--- src/rtl/scan_seq_pkg.sv ---
package scan_seq_pkg;

  typedef enum logic [2:0] {
    PH_IDLE,
    PH_FLUSH,
    PH_SHIFT,
    PH_CAP,
    PH_UNLOAD,
    PH_DONE
  } phase_t;

  function automatic logic is_active(input phase_t p);
    return (p == PH_FLUSH) || (p == PH_SHIFT) || (p == PH_CAP) || (p == PH_UNLOAD);
  endfunction

endpackage

--- src/rtl/scan_vec_store.sv ---
module scan_vec_store #(
  parameter int DEPTH = 4,
  parameter int AW    = 2,
  parameter int W     = 16
) (
  input  logic          clk,
  input  logic          wr_en,
  input  logic [AW-1:0] wr_addr,
  input  logic [W-1:0]  wr_data,
  input  logic [AW-1:0] rd_addr,
  output logic [W-1:0]  rd_data
);

  logic [W-1:0] mem [DEPTH];

  always_ff @(posedge clk) begin
    if (wr_en) mem[wr_addr] <= wr_data;
    rd_data <= mem[rd_addr];
  end

endmodule

--- src/rtl/scan_seq_ctrl.sv ---
module scan_seq_ctrl
  import scan_seq_pkg::*;
#(
  parameter int N     = 4,
  parameter int NV    = 4,
  parameter int PI_W  = 4,
  parameter int PO_W  = 4,
  parameter int VAW   = 2,
  parameter int CYC_W = 16
) (
  input  logic                   clk,
  input  logic                   rst,
  input  logic                   start,
  input  logic [2*N+PI_W+PO_W-1:0] rd_data,
  output logic [VAW-1:0]         rd_addr,
  output logic                   scan_tc,
  output logic                   scan_si,
  output logic [PI_W-1:0]        scan_pi,
  output logic                   busy,
  output logic                   done,
  output logic [CYC_W-1:0]       cycle_cnt,
  output logic                   run_clr,
  output logic                   so_chk_en,
  output logic                   so_exp,
  output logic                   po_chk_en,
  output logic [PO_W-1:0]        po_exp
);

  localparam int NS_LO = 0;
  localparam int PO_LO = N;
  localparam int PI_LO = N + PO_W;
  localparam int ST_LO = N + PO_W + PI_W;
  localparam int REC_W = 2*N + PI_W + PO_W;
  localparam int CW    = $clog2(N + 5);
  localparam int SELW  = $clog2(N);
  localparam logic [CW-1:0]   FL_LAST = CW'(N + 3);
  localparam logic [CW-1:0]   SH_LAST = CW'(N - 1);
  localparam logic [CW-1:0]   CW_N    = CW'(N);
  localparam logic [SELW-1:0] TOP_SEL = SELW'(N - 1);
  localparam logic [VAW-1:0]  V_LAST  = VAW'(NV - 1);

  phase_t         ph, ph_n;
  logic [CW-1:0]  cnt, cnt_n;
  logic [VAW-1:0] vidx, vidx_n;
  logic [REC_W-1:0] cur;
  logic [N-1:0]   prev_ns;
  logic [REC_W-1:0] ld_vec;
  logic [N-1:0]   ld_state;
  logic [SELW-1:0] sel_n, sel;
  logic [CW-1:0]  fl_off;
  logic           si_n;

  // next phase and counters
  always_comb begin
    ph_n   = ph;
    cnt_n  = cnt;
    vidx_n = vidx;
    unique case (ph)
      PH_IDLE: if (start) begin
        ph_n = PH_FLUSH; cnt_n = '0; vidx_n = '0;
      end
      PH_FLUSH: if (cnt == FL_LAST) begin
        ph_n = PH_SHIFT; cnt_n = '0;
      end else cnt_n = cnt + 1'b1;
      PH_SHIFT: if (cnt == SH_LAST) begin
        ph_n = PH_CAP; cnt_n = '0;
      end else cnt_n = cnt + 1'b1;
      PH_CAP: if (vidx == V_LAST) begin
        ph_n = PH_UNLOAD; cnt_n = '0;
      end else begin
        ph_n = PH_SHIFT; cnt_n = '0; vidx_n = vidx + 1'b1;
      end
      PH_UNLOAD: if (cnt == SH_LAST) begin
        ph_n = PH_DONE; cnt_n = '0;
      end else cnt_n = cnt + 1'b1;
      default: ph_n = PH_IDLE;
    endcase
  end

  // prefetch address: entry 0 during flush, next vector otherwise
  always_comb begin
    if (ph == PH_IDLE || ph == PH_FLUSH || vidx == V_LAST) rd_addr = '0;
    else rd_addr = vidx + 1'b1;
  end

  // serial data for the next cycle
  assign ld_vec   = (ph == PH_SHIFT) ? cur : rd_data;
  assign ld_state = ld_vec[ST_LO +: N];
  assign sel_n    = TOP_SEL - cnt_n[SELW-1:0];

  always_comb begin
    unique case (ph_n)
      PH_FLUSH: si_n = cnt_n[1];
      PH_SHIFT: si_n = ld_state[sel_n];
      default:  si_n = 1'b0;
    endcase
  end

  always_ff @(posedge clk) begin
    if (rst) begin
      ph        <= PH_IDLE;
      cnt       <= '0;
      vidx      <= '0;
      cur       <= '0;
      prev_ns   <= '0;
      scan_tc   <= 1'b0;
      scan_si   <= 1'b0;
      scan_pi   <= '0;
      busy      <= 1'b0;
      done      <= 1'b0;
      cycle_cnt <= '0;
    end else begin
      ph   <= ph_n;
      cnt  <= cnt_n;
      vidx <= vidx_n;
      if ((ph == PH_FLUSH && cnt == FL_LAST) || (ph == PH_CAP && vidx != V_LAST))
        cur <= rd_data;
      if (ph == PH_CAP)
        prev_ns <= cur[NS_LO +: N];
      scan_tc <= (ph_n == PH_CAP);
      scan_si <= si_n;
      scan_pi <= (ph_n == PH_CAP) ? cur[PI_LO +: PI_W] : '0;
      busy    <= is_active(ph_n);
      done    <= (ph_n == PH_DONE);
      if (ph == PH_IDLE && start) cycle_cnt <= '0;
      else if (is_active(ph))     cycle_cnt <= cycle_cnt + 1'b1;
    end
  end

  // comparison requests for the cycle now in progress
  assign run_clr   = (ph == PH_IDLE) && start;
  assign sel       = TOP_SEL - cnt[SELW-1:0];
  assign fl_off    = cnt - CW_N;
  assign so_chk_en = (ph == PH_FLUSH && cnt >= CW_N) ||
                     (ph == PH_SHIFT && vidx != '0) ||
                     (ph == PH_UNLOAD);
  assign so_exp    = (ph == PH_FLUSH) ? fl_off[1] : prev_ns[sel];
  assign po_chk_en = (ph == PH_CAP);
  assign po_exp    = cur[PO_LO +: PO_W];

  // capture is a single cycle between shifts
  p_capture_single_r4: assert property (@(posedge clk) disable iff (rst)
    scan_tc |=> !scan_tc);

  // capture only happens with the scan path between loads
  p_capture_phase_r5: assert property (@(posedge clk) disable iff (rst)
    scan_tc |-> (ph == PH_CAP));

  // unload shifts carry the fill value
  p_unload_fill_r6: assert property (@(posedge clk) disable iff (rst)
    (ph == PH_UNLOAD) |-> !scan_si);

  // running count advances once per active cycle
  p_cycle_step_r7: assert property (@(posedge clk) disable iff (rst)
    is_active(ph) |=> (cycle_cnt == $past(cycle_cnt) + 1'b1));

  // end pulse lasts one cycle and is not overlapped by busy
  p_done_pulse_r11: assert property (@(posedge clk) disable iff (rst)
    done |=> !done);
  p_done_idle_r11: assert property (@(posedge clk) disable iff (rst)
    done |-> !busy);

  // a start during a run leaves the phase sequence alone
  p_start_ignored_r12: assert property (@(posedge clk) disable iff (rst)
    (start && ph == PH_SHIFT && cnt != SH_LAST) |=> (ph == PH_SHIFT));

endmodule

--- src/rtl/scan_resp_check.sv ---
module scan_resp_check #(
  parameter int PO_W   = 4,
  parameter int FAIL_W = 8
) (
  input  logic              clk,
  input  logic              rst,
  input  logic              clr,
  input  logic              so_en,
  input  logic              so_exp,
  input  logic              so_obs,
  input  logic              po_en,
  input  logic [PO_W-1:0]   po_exp,
  input  logic [PO_W-1:0]   po_obs,
  output logic              fail,
  output logic [FAIL_W-1:0] fail_cnt
);

  logic mism;

  assign mism = (so_en && (so_obs != so_exp)) || (po_en && (po_obs != po_exp));

  always_ff @(posedge clk) begin
    if (rst || clr) begin
      fail     <= 1'b0;
      fail_cnt <= '0;
    end else if (mism) begin
      fail <= 1'b1;
      if (fail_cnt != '1) fail_cnt <= fail_cnt + 1'b1;
    end
  end

  // once raised, the flag stays until the next run starts
  p_fail_sticky_r8: assert property (@(posedge clk) disable iff (rst)
    (fail && !clr) |=> fail);

  // a nonzero count always comes with the flag
  p_count_flag_r9: assert property (@(posedge clk) disable iff (rst)
    (fail_cnt != '0) |-> fail);

  // the count never falls within a run
  p_count_mono_r10: assert property (@(posedge clk) disable iff (rst)
    !clr |=> (fail_cnt >= $past(fail_cnt)));

endmodule

--- src/rtl/scan_test_sequencer.sv ---
module scan_test_sequencer #(
  parameter int CHAIN_LEN = 4,
  parameter int NUM_VEC   = 4,
  parameter int PI_W      = 4,
  parameter int PO_W      = 4,
  parameter int FAIL_W    = 8,
  parameter int CYC_W     = 16,
  parameter int VEC_AW    = $clog2(NUM_VEC)
) (
  input  logic                 clk,
  input  logic                 rst,
  input  logic                 start,
  input  logic                 vec_we,
  input  logic [VEC_AW-1:0]    vec_addr,
  input  logic [CHAIN_LEN-1:0] vec_state,
  input  logic [PI_W-1:0]      vec_pi,
  input  logic [PO_W-1:0]      vec_exp_po,
  input  logic [CHAIN_LEN-1:0] vec_exp_ns,
  output logic                 scan_tc,
  output logic                 scan_si,
  output logic [PI_W-1:0]      scan_pi,
  input  logic                 scan_so,
  input  logic [PO_W-1:0]      po_obs,
  output logic                 busy,
  output logic                 done,
  output logic                 fail,
  output logic [FAIL_W-1:0]    fail_cnt,
  output logic [CYC_W-1:0]     cycle_cnt
);

  localparam int REC_W = 2*CHAIN_LEN + PI_W + PO_W;

  logic [REC_W-1:0]  wr_rec, rd_rec;
  logic [VEC_AW-1:0] rd_addr;
  logic              run_clr, so_chk_en, so_exp, po_chk_en;
  logic [PO_W-1:0]   po_exp;

  // record layout, low to high: expected next state, expected outputs, inputs, state
  assign wr_rec = {vec_state, vec_pi, vec_exp_po, vec_exp_ns};

  scan_vec_store #(
    .DEPTH (NUM_VEC),
    .AW    (VEC_AW),
    .W     (REC_W)
  ) u_store (
    .clk     (clk),
    .wr_en   (vec_we && !busy),
    .wr_addr (vec_addr),
    .wr_data (wr_rec),
    .rd_addr (rd_addr),
    .rd_data (rd_rec)
  );

  scan_seq_ctrl #(
    .N     (CHAIN_LEN),
    .NV    (NUM_VEC),
    .PI_W  (PI_W),
    .PO_W  (PO_W),
    .VAW   (VEC_AW),
    .CYC_W (CYC_W)
  ) u_ctrl (
    .clk       (clk),
    .rst       (rst),
    .start     (start),
    .rd_data   (rd_rec),
    .rd_addr   (rd_addr),
    .scan_tc   (scan_tc),
    .scan_si   (scan_si),
    .scan_pi   (scan_pi),
    .busy      (busy),
    .done      (done),
    .cycle_cnt (cycle_cnt),
    .run_clr   (run_clr),
    .so_chk_en (so_chk_en),
    .so_exp    (so_exp),
    .po_chk_en (po_chk_en),
    .po_exp    (po_exp)
  );

  scan_resp_check #(
    .PO_W   (PO_W),
    .FAIL_W (FAIL_W)
  ) u_check (
    .clk      (clk),
    .rst      (rst),
    .clr      (run_clr),
    .so_en    (so_chk_en),
    .so_exp   (so_exp),
    .so_obs   (scan_so),
    .po_en    (po_chk_en),
    .po_exp   (po_exp),
    .po_obs   (po_obs),
    .fail     (fail),
    .fail_cnt (fail_cnt)
  );

endmodule

--- config.mk ---
export PLATFORM = sky130hd
export DESIGN_NAME = scan_test_sequencer
export DESIGN_NICKNAME = d
export VERILOG_FILES = /design/src/rtl/scan_seq_pkg.sv /design/src/rtl/scan_vec_store.sv /design/src/rtl/scan_seq_ctrl.sv /design/src/rtl/scan_resp_check.sv /design/src/rtl/scan_test_sequencer.sv
export SDC_FILE = /design/constraint.sdc
export NUM_CORES = 1
export LEC_CHECK = 0
export BUFFER_PORTS_ARGS = -buffer_cell sky130_fd_sc_hd__clkbuf_2
export CAP_MARGIN = 10
export CORE_ASPECT_RATIO = 1.25
export CORE_MARGIN = 3
export CORE_UTILIZATION = 35
export DETAILED_ROUTE_END_ITERATION = 16
export PLACE_DENSITY = 0.6
export SYNTH_ARGS = -nofsm -noshare
export SYNTH_HDL_FRONTEND = slang
export SYNTH_SLANG_ARGS = --single-unit
--- constraint.sdc ---
create_clock -name clk -period 2.41 [get_ports clk]
set_clock_uncertainty 0.15 [all_clocks]
set_input_delay 0.482 -clock clk [delete_from_list [all_inputs] [get_ports clk]]
set_output_delay 0.482 -clock clk [all_outputs]
set_load 0.05 [all_outputs]
==> results.toml, run 1 <==
[final_layout]
layout.nets = 607
final_cell_mix = "dfxtp_1 (75), edfxtp_1 (64), clkbuf_2 (59)"
final_common_cell = "dfxtp_1"
fillers = 1456
num_antenna_cells = 0
design_area_um2 = 6840
area_delta_synth_final_pct = 23.3
drive_above_1_share = 0.233

[place]
place_hpwl_um = 7880
place.gp.congestion = 0.825
dpl_worst_slack_ns = -0.0712
io_buffer_count = 59
post_dp_cell_area_um2 = 6220

[global_route]
grt_pass1_vias = 3841
grt_usage = 0.137
grt_pass1_wl_um = 19000
grt_max_degree = 33
overflow = 0
antenna_found_initial = 0

[detailed_routing]
drt-vias-per-instance = 4.99
routed_wl_um = 11600
drc = 0
dr.pass1.iters = 4
num_vias = 3969
drt_iter0_drc = 227
wl_per_cell_um = 14.6
postRouteAntennaNets = 0

[sta]
fin_crit_ns = 2.45
fmax_ghz = 0.408
final.period_utilization = 1.02
worst_slew_pin_slew_ns = 0.484
fin_ws_ns = -0.0394
rsz0062_at_grt = "yes"
slew_violations = 0
hold_slack_ns = 0.130
hold_viol = 0
setup_violations = 1
slew-limit-headroom = 0.674

[synthesis]
synth-simple-area-share = 0.156
ys_seq_area_frac = 0.628
syn_inst = 491
muxShareOfSynthArea = 0.0446
yosys_warnings = 0
ys_ff_latch = 142
synth_top_family_by_area = "simple AND/OR/NAND/NOR gates"
synth_compound_area_frac = 0.104
syn-num-nets = 523
synth_fa_ha_area_frac = 0.0113
async_reset_ff_frac = 0
synth_top_flop_cell = "dfxtp_1"
synth_edf_count = 64
avgSynthCellArea_um2 = 11.3
synthesis.area_um2 = 5550
synth_xor_xnor_area_share = 0.0316
synthDistinctLibCells = 57

[floorplan]
ios = 60
die-height_um = 147
core.rowCount = 50
placeableCoreArea_um2 = 15300
die_w_um = 119
dieArea_um2 = 17400
start_util = 0.364

[setup_path]
critical_path_class = "flop to flop"
r2r_slack_ns = -0.04
arrival_ns = 2.60
end_kind = "flop"
crit_buf_inv = 0
slowest_stage = "mux4_2"
reg2regPathDepth = 7
path_cells = "ha_4 -> nor4bb_1 -> a31oi_1 -> o311a_1 -> mux4_2 -> mux2_4 -> a32o_1"
cp_top_family = "multiplexers"
r2r-start = "u_ctrl.cnt[1]"
crit_path_start = "u_ctrl.cnt[1]"
r2r_end = "u_ctrl.scan_si"
path_depth = 7
max_stage_delay_ns = 0.51
cp.required_ns = 2.57
start_kind = "flop"
endpoint = "u_ctrl.scan_si"
crit_path_max_fanout = 3

[clock_network]
clk_path_buf_depth = 2
cts-hold-fix-buffers = 0
clock-root-buffer = "clkbuf_16"
cts_tree = "yes"
path_clk_slew_ns = 0.06
clock_sinks = 142
numCtsBuffers = 17
clk_latency_ns = 0.41
htree_levels = 4

[power_and_ir_drop]
power_uw = 5360
p_per_area_nw_per_um2 = 783
power_leakage_uw = 0.00266
ir_drop_uv = 655

[status]
status = "finished, violations left"
violations = "setup timing"

[worst_hold_path]
holdPathStages = 1
worstHoldPathType = "input port to flop"

[run]
max-cap-violations = 0
==> flip-flops by register name (all words and copies together) (netlist names) <==
signal,flops
u_store.rd_data,16
u_ctrl.cnt,4
u_ctrl.prev_ns,4
u_ctrl.ph,3
u_check.fail_cnt,8
u_ctrl.scan_si,1
u_store.mem,64
u_ctrl.vidx,2
u_ctrl.busy,1
u_ctrl.done,1
u_ctrl.scan_tc,1
u_ctrl.cycle_cnt,16
u_check.fail,1
u_ctrl.cur,16
u_ctrl.scan_pi,4
==> per-layer routing <==
layer / global-route usage / vias to the layer above / share of wire
met3: 0.0416 / 11 / 0.041
met2: 0.239 / 99 / 0.51
met1: 0.162 / 1895 / 0.44
met5: 0 / - / 0
met4: 0.0417 / 0 / 0.012
li1: - / 1964 / -
==> cell type report <==
cell class / instances / area (µm²) / share of cell area
Clock inverter: 15 / 164 / 0.0239
Tap cell: 208 / 260 / 0.0380
Inverter: 8 / 30.0 / 0.00439
Sequential cell: 142 / 3490 / 0.510
Clock buffer: 17 / 425 / 0.0622
Multi-Input combinational cell: 318 / 1960 / 0.286
Timing Repair Buffer: 88 / 517 / 0.0755
==> cell families (layout without fill, tap and decap cells) <==
kind of cell	after synthesis	after routing
AOI/OAI and AO/OA	91	91
xor gates and xnor gates	20	20
adders and majority gates	5	5
buffers and inverters	31	128
DFF	142	142
muxes	22	22
and+or+nand+nor	180	180
==> timing repair <==
| item | in CTS | in global routing |
|---|---|---|
| gates resized for setup | 2 | 3 |
| endpoints found under the setup margin | 1 | 5 |
| pin swaps | 3 | 1 |
| buffers inserted | 0 | 2 |
==> metrics by stage <==
stage                util  cells  setup TNS (ns)
finish              0.448    796         -0.0394
global route        0.448    796          -0.135
CTS                 0.447    794         -0.0537
detailed placement  0.408    762         -0.0712
global placement    0.408    762               0
floorplan               -    491               0
==> worst min path at each step <==
stage | start | to
2_1_floorplan | u_ctrl.cur[8] | u_ctrl.scan_pi[0]
3_3_place_gp | u_store.rd_data[0] | u_ctrl.cur[0]
3_5_place_dp | u_ctrl.cur[11] | u_ctrl.scan_pi[3]
4_1_cts | vec_exp_po[0] | u_store.mem[0][4]
5_1_grt | vec_exp_ns[2] | u_store.mem[0][2]
6_report | vec_pi[0] | u_store.mem[2][8]
==> synth_stat cells, types with 5 or more instances <==
library cell	instances	area share
and2_1	7	0.0079
o22ai_1	16	0.018
nand3_1	20	0.018
a31oi_1	19	0.021
clkbuf_1	14	0.0095
and3_1	7	0.0079
xor2_1	10	0.016
mux2i_1	18	0.032
or3_1	5	0.0056
a21oi_1	22	0.020
nor2_1	46	0.031
buf_2	5	0.0045
nor2b_1	6	0.0068
nor3_1	5	0.0045
edfxtp_1	64	0.35
xnor2_1	10	0.016
o21ai_0	10	0.0090
ha_1	5	0.011
dfxtp_1	78	0.28
nand2_1	56	0.038
inv_1	8	0.0054
==> where the power goes <==
part           switching [µW]  total, µW  internal [µW]
Clock                    1020       2560           1540
Combinational             128        214           86.1
Sequential               18.7       2580           2560
Total                    1170       5360           4190
Note: power is estimated with default switching activity, not from simulation.
==> inputs of run 2 (changes only) <==
Settings changed: CTS_BUF_LIST set to sky130_fd_sc_hd__clkbuf_8.
==> results.toml, run 2 (same netlist as run 1, synthesis figures left out) <==
[detailed_routing]
routed_wl_um = 11800
drc = 0
wl_met3_um = 531
num_vias = 3965
met1Wirelength_um = 5050
postRouteAntennaNets = 0
wl_met2_um = 5990
drt-vias-per-instance = 4.98
dr.pass1.iters = 6
highest_layer = "met4"
drt_iter0_drc = 254
wl_per_cell_um = 14.8

[floorplan]
placeableCoreArea_um2 = 15300
core.rowCount = 50
ios = 60
start_util = 0.364
dieArea_um2 = 17400
die_w_um = 119
die-height_um = 147

[global_route]
grt_pass1_vias = 3879
overflow = 0
antenna_found_initial = 0
grt_usage = 0.139
grt_pass1_wl_um = 19100
grt_max_degree = 33

[power_and_ir_drop]
p_per_area_nw_per_um2 = 701
power_leakage_uw = 0.00258
ir_drop_uv = 470
power_uw = 4670

[clock_network]
clock-root-buffer = "clkbuf_8"
numCtsBuffers = 17
path_clk_slew_ns = 0.08
clk_latency_ns = 0.44
clock_sinks = 142
clk_path_buf_depth = 2
cts-hold-fix-buffers = 0
htree_levels = 4
cts_tree = "yes"

[final_layout]
drive_above_1_share = 0.233
fillers = 1464
num_antenna_cells = 0
final_util = 0.436
final_cell_mix = "dfxtp_1 (75), edfxtp_1 (64), clkbuf_2 (59)"
largest_reg_flops = 64
top_register = "u_store.mem"
final_common_cell = "dfxtp_1"
layout.nets = 607
area_delta_synth_final_pct = 20.0

[setup_path]
max_stage_delay_ns = 0.51
end_kind = "flop"
path_cells = "ha_4 -> nor4bb_1 -> a31oi_1 -> o311a_1 -> mux4_2 -> mux2_4 -> a32o_1"
cp.required_ns = 2.60
r2r_end = "u_ctrl.scan_si"
r2r_slack_ns = -0.05
cp_top_family = "multiplexers"
r2r-start = "u_ctrl.cnt[1]"
start_kind = "flop"
arrival_ns = 2.64
crit_path_max_fanout = 3
slowest_stage = "mux4_2"
crit_buf_inv = 0
reg2regPathDepth = 7
critical_path_class = "flop to flop"

[sta]
setup_violations = 1
hold_viol = 0
rsz0062_at_grt = "yes"
worst_slew_pin_slew_ns = 0.483
fmax_ghz = 0.407
fin_crit_ns = 2.46
slew_violations = 0
slew-limit-headroom = 0.675
fin_setup_tns_ns = -0.0453
final.period_utilization = 1.02
fin_ws_ns = -0.0453
hold_slack_ns = 0.0990

[place]
place_hpwl_um = 7880
place.gp.congestion = 0.825
io_buffer_count = 59

[worst_hold_path]
holdPathStages = 1
holdCritStartpoint = "vec_exp_po[0]"
worstHoldEndpoint = "u_store.mem[0][4]"
worstHoldPathType = "input port to flop"

[status]
violations = "setup timing"
status = "finished, violations left"

[run]
max-cap-violations = 0
[run 2: cell counts in the layout (fill, tap and decap cells not counted)]
Identical to the previous run, type by type.
[run 2: report_power, final]
group,switching [µW],internal [µW]
clock network,943,936
logic,129,86.2
registers,18.7,2560
[run 2: worst max-delay path by stage]
stage                        from             end  slack (ns)  depth (start not counted)
floorplan           u_ctrl.cnt[1]  u_ctrl.scan_si        0.04                          7
global placement    u_ctrl.cnt[0]  u_ctrl.scan_si       0.003                          7
detailed placement  u_ctrl.cnt[0]  u_ctrl.scan_si       -0.07                          7
CTS                 u_ctrl.cnt[0]  u_ctrl.scan_si       -0.06                          7
global route        u_ctrl.cnt[1]  u_ctrl.scan_si       -0.14                          7
finish              u_ctrl.cnt[1]  u_ctrl.scan_si       -0.05                          7
[run 2: metrics by stage]
stage | cells | worst slack, ns | area (µm²)
after detailed placement | 762 | -0.0712 | 6220
after global placement | 762 | 0.00288 | 6220
after global routing | 796 | -0.139 | 6660
after CTS | 794 | -0.0581 | 6630
final | 796 | -0.0453 | 6660
after floorplan | 491 | 0.0416 | 5570
[run 2: worst register-to-register path: stages (launching register included)]
cell and delay [ns]:
dfxtp_2 0.34, ha_4 0.24, nor4bb_1 0.14, a31oi_1 0.17, o311a_1 0.29, mux4_2 0.51
mux2_4 0.27, a32o_1 0.24
[run 2: per-layer routing]
layer	global-route usage	vias up
met5	0	-
met4	0.0557	0
met3	0.0420	16
met2	0.239	99
met1	0.160	1890
li1	-	1960
[run 2: final cells by class]
class | count | area, µm² | share of cell area
clock inverter | 15 | 164 | 0.0246
inverter | 8 | 30.0 | 0.00451
timing repair buffer | 88 | 517 | 0.0776
sequential | 142 | 3490 | 0.523
multi-input combinational | 318 | 1970 | 0.296
tap | 208 | 260 | 0.0391
clock buffer | 17 | 234 | 0.0351
[run 2: timing repair]
action,CTS,global route
cloned,0,0
gates resized for setup,2,4
pin swaps,2,2
setup endpoints to repair,1,5
setup buffers,0,2
==> inputs of run 3 (changes only) <==
Settings changed: CORE_MARGIN 3 to not set.
==> results.toml, run 3 (same netlist as run 1, synthesis figures left out) <==
[floorplan]
start_util = 0.356
dieArea_um2 = 16400
die-height_um = 143
placeableCoreArea_um2 = 15600
core.rowCount = 51
ios = 60
die_w_um = 115

[setup_path]
crit_path_max_fanout = 3
critical_path_class = "flop to flop"
cp.required_ns = 2.60
arrival_ns = 2.60
start_kind = "flop"
end_kind = "flop"

[power_and_ir_drop]
p_per_area_nw_per_um2 = 712
power_switching_share = 0.238
power_frac_comb = 0.046
p_switching_uw = 1140
p_seq_frac = 0.540
p_clk_frac = 0.414
power_leakage_uw = 0.00260
intPower_uw = 3640
ir_drop_uv = 511

[sta]
slew_violations = 0
fin_ws_ns = -0.00713
fin_crit_ns = 2.42
hold_slack_ns = 0.101
setup_violations = 1
slew-limit-headroom = 0.731
final.period_utilization = 1.00
fin_setup_tns_ns = -0.00713
worst_slew_pin_slew_ns = 0.403
fmax_ghz = 0.414
rsz0062_at_grt = "yes"
hold_viol = 0

[clock_network]
cts-hold-fix-buffers = 0
clk_latency_ns = 0.44
numCtsBuffers = 17
clock_sinks = 142
cts_tree = "yes"
path_clk_slew_ns = 0.08
clk_path_buf_depth = 2
clock-root-buffer = "clkbuf_8"
htree_levels = 4

[final_layout]
drive_above_1_share = 0.241
largest_reg_flops = 64
num_antenna_cells = 0
final_util = 0.431
top_register = "u_store.mem"
final_common_cell = "dfxtp_1"
final_cell_mix = "dfxtp_1 (74), edfxtp_1 (64), clkbuf_2 (59)"
area_delta_synth_final_pct = 20.9
fillers = 1521
layout.nets = 608

[detailed_routing]
drt_iter0_drc = 216
drt-vias-per-instance = 5.01
routed_wl_um = 11800
dr.pass1.iters = 4
num_vias = 4014
postRouteAntennaNets = 0
wl_per_cell_um = 14.8
drc = 0

[status]
status = "finished, violations left"
violations = "setup timing"

[global_route]
antenna_found_initial = 0
grt_pass1_wl_um = 19100
grt_pass1_vias = 3871
overflow = 0
grt_max_degree = 27
grt_usage = 0.156

[place]
place_hpwl_um = 8170
io_buffer_count = 59
dpl_worst_slack_ns = -0.0777
place.gp.congestion = 0.857

[worst_hold_path]
worstHoldPathType = "input port to flop"

[run]
max-cap-violations = 0
==> run 3: cell types whose count changed in the layout (fill, tap and decap cells not counted), sizes merged <==
| cell | previous run | this run |
|---|---|---|
| buf | 29 | 30 |
| clkbuf | 76 | 77 |
| clkinv | 7 | 1 |
| clkinvlp | 2 | 0 |
| inv | 12 | 19 |
==> run 3: timing repair <==
item,4_1_cts,5_1_grt
gates resized for setup,5,3
pin swaps,3,1
buffers inserted,1,0
endpoints found under the hold margin,0,0
endpoints found under the setup margin,1,2
==> run 3: worst paths after layout <==
check                     from                end  slack [ns]  depth (start not counted)
min                  vec_pi[0]  u_store.mem[1][8]        0.10                          1
max reg2reg      u_ctrl.cnt[1]     u_ctrl.scan_si      -0.007                          7
min reg2reg  u_ctrl.prev_ns[2]  u_ctrl.prev_ns[2]        0.31                          2
max              u_ctrl.cnt[1]     u_ctrl.scan_si      -0.007                          7
==> run 3: power groups by stage <==
stage	clock network (µW)	registers [µW]	logic (µW)
2_1_floorplan	0	2640	111
3_3_place_gp	0	2630	209
3_5_place_dp	0	2630	215
4_1_cts	2040	2580	222
5_1_grt	2140	2580	243
6_report	1980	2580	222
==> run 3: area by class of cell <==
cell class | instances | area [µm²] | area share
Timing Repair Buffer | 89 | 533 | 0.0794
Sequential cell | 142 | 3490 | 0.520
Clock inverter | 14 | 168 | 0.0250
Tap cell | 212 | 265 | 0.0395
Inverter | 8 | 30.0 | 0.00447
Clock buffer | 18 | 248 | 0.0369
Multi-Input combinational cell | 318 | 1980 | 0.295
==> run 3: per-stage QoR <==
stage,cells,area (µm²),total power [µW]
after floorplan,491,5570,2750
after global placement,768,6250,2840
after detailed placement,768,6250,2850
after CTS,801,6700,4840
after global routing,801,6710,4970
final,801,6710,4780
==> run 3: routing by layer <==
layer,part of all wire,GRT usage,vias up
li1,-,-,1964
met1,0.42,0.169,1930
met2,0.52,0.280,105
met3,0.043,0.0458,15
met4,0.017,0.0670,0
met5,0,0,-
==> run 3: worst max-delay path, stage by stage (launching register included) <==
cell      delay [ns]
dfxtp_2         0.34
ha_4            0.23
nor4bb_4        0.14
a31oi_1         0.15
o311a_1         0.28
mux4_2          0.52
mux2_4          0.27
a32o_1          0.22
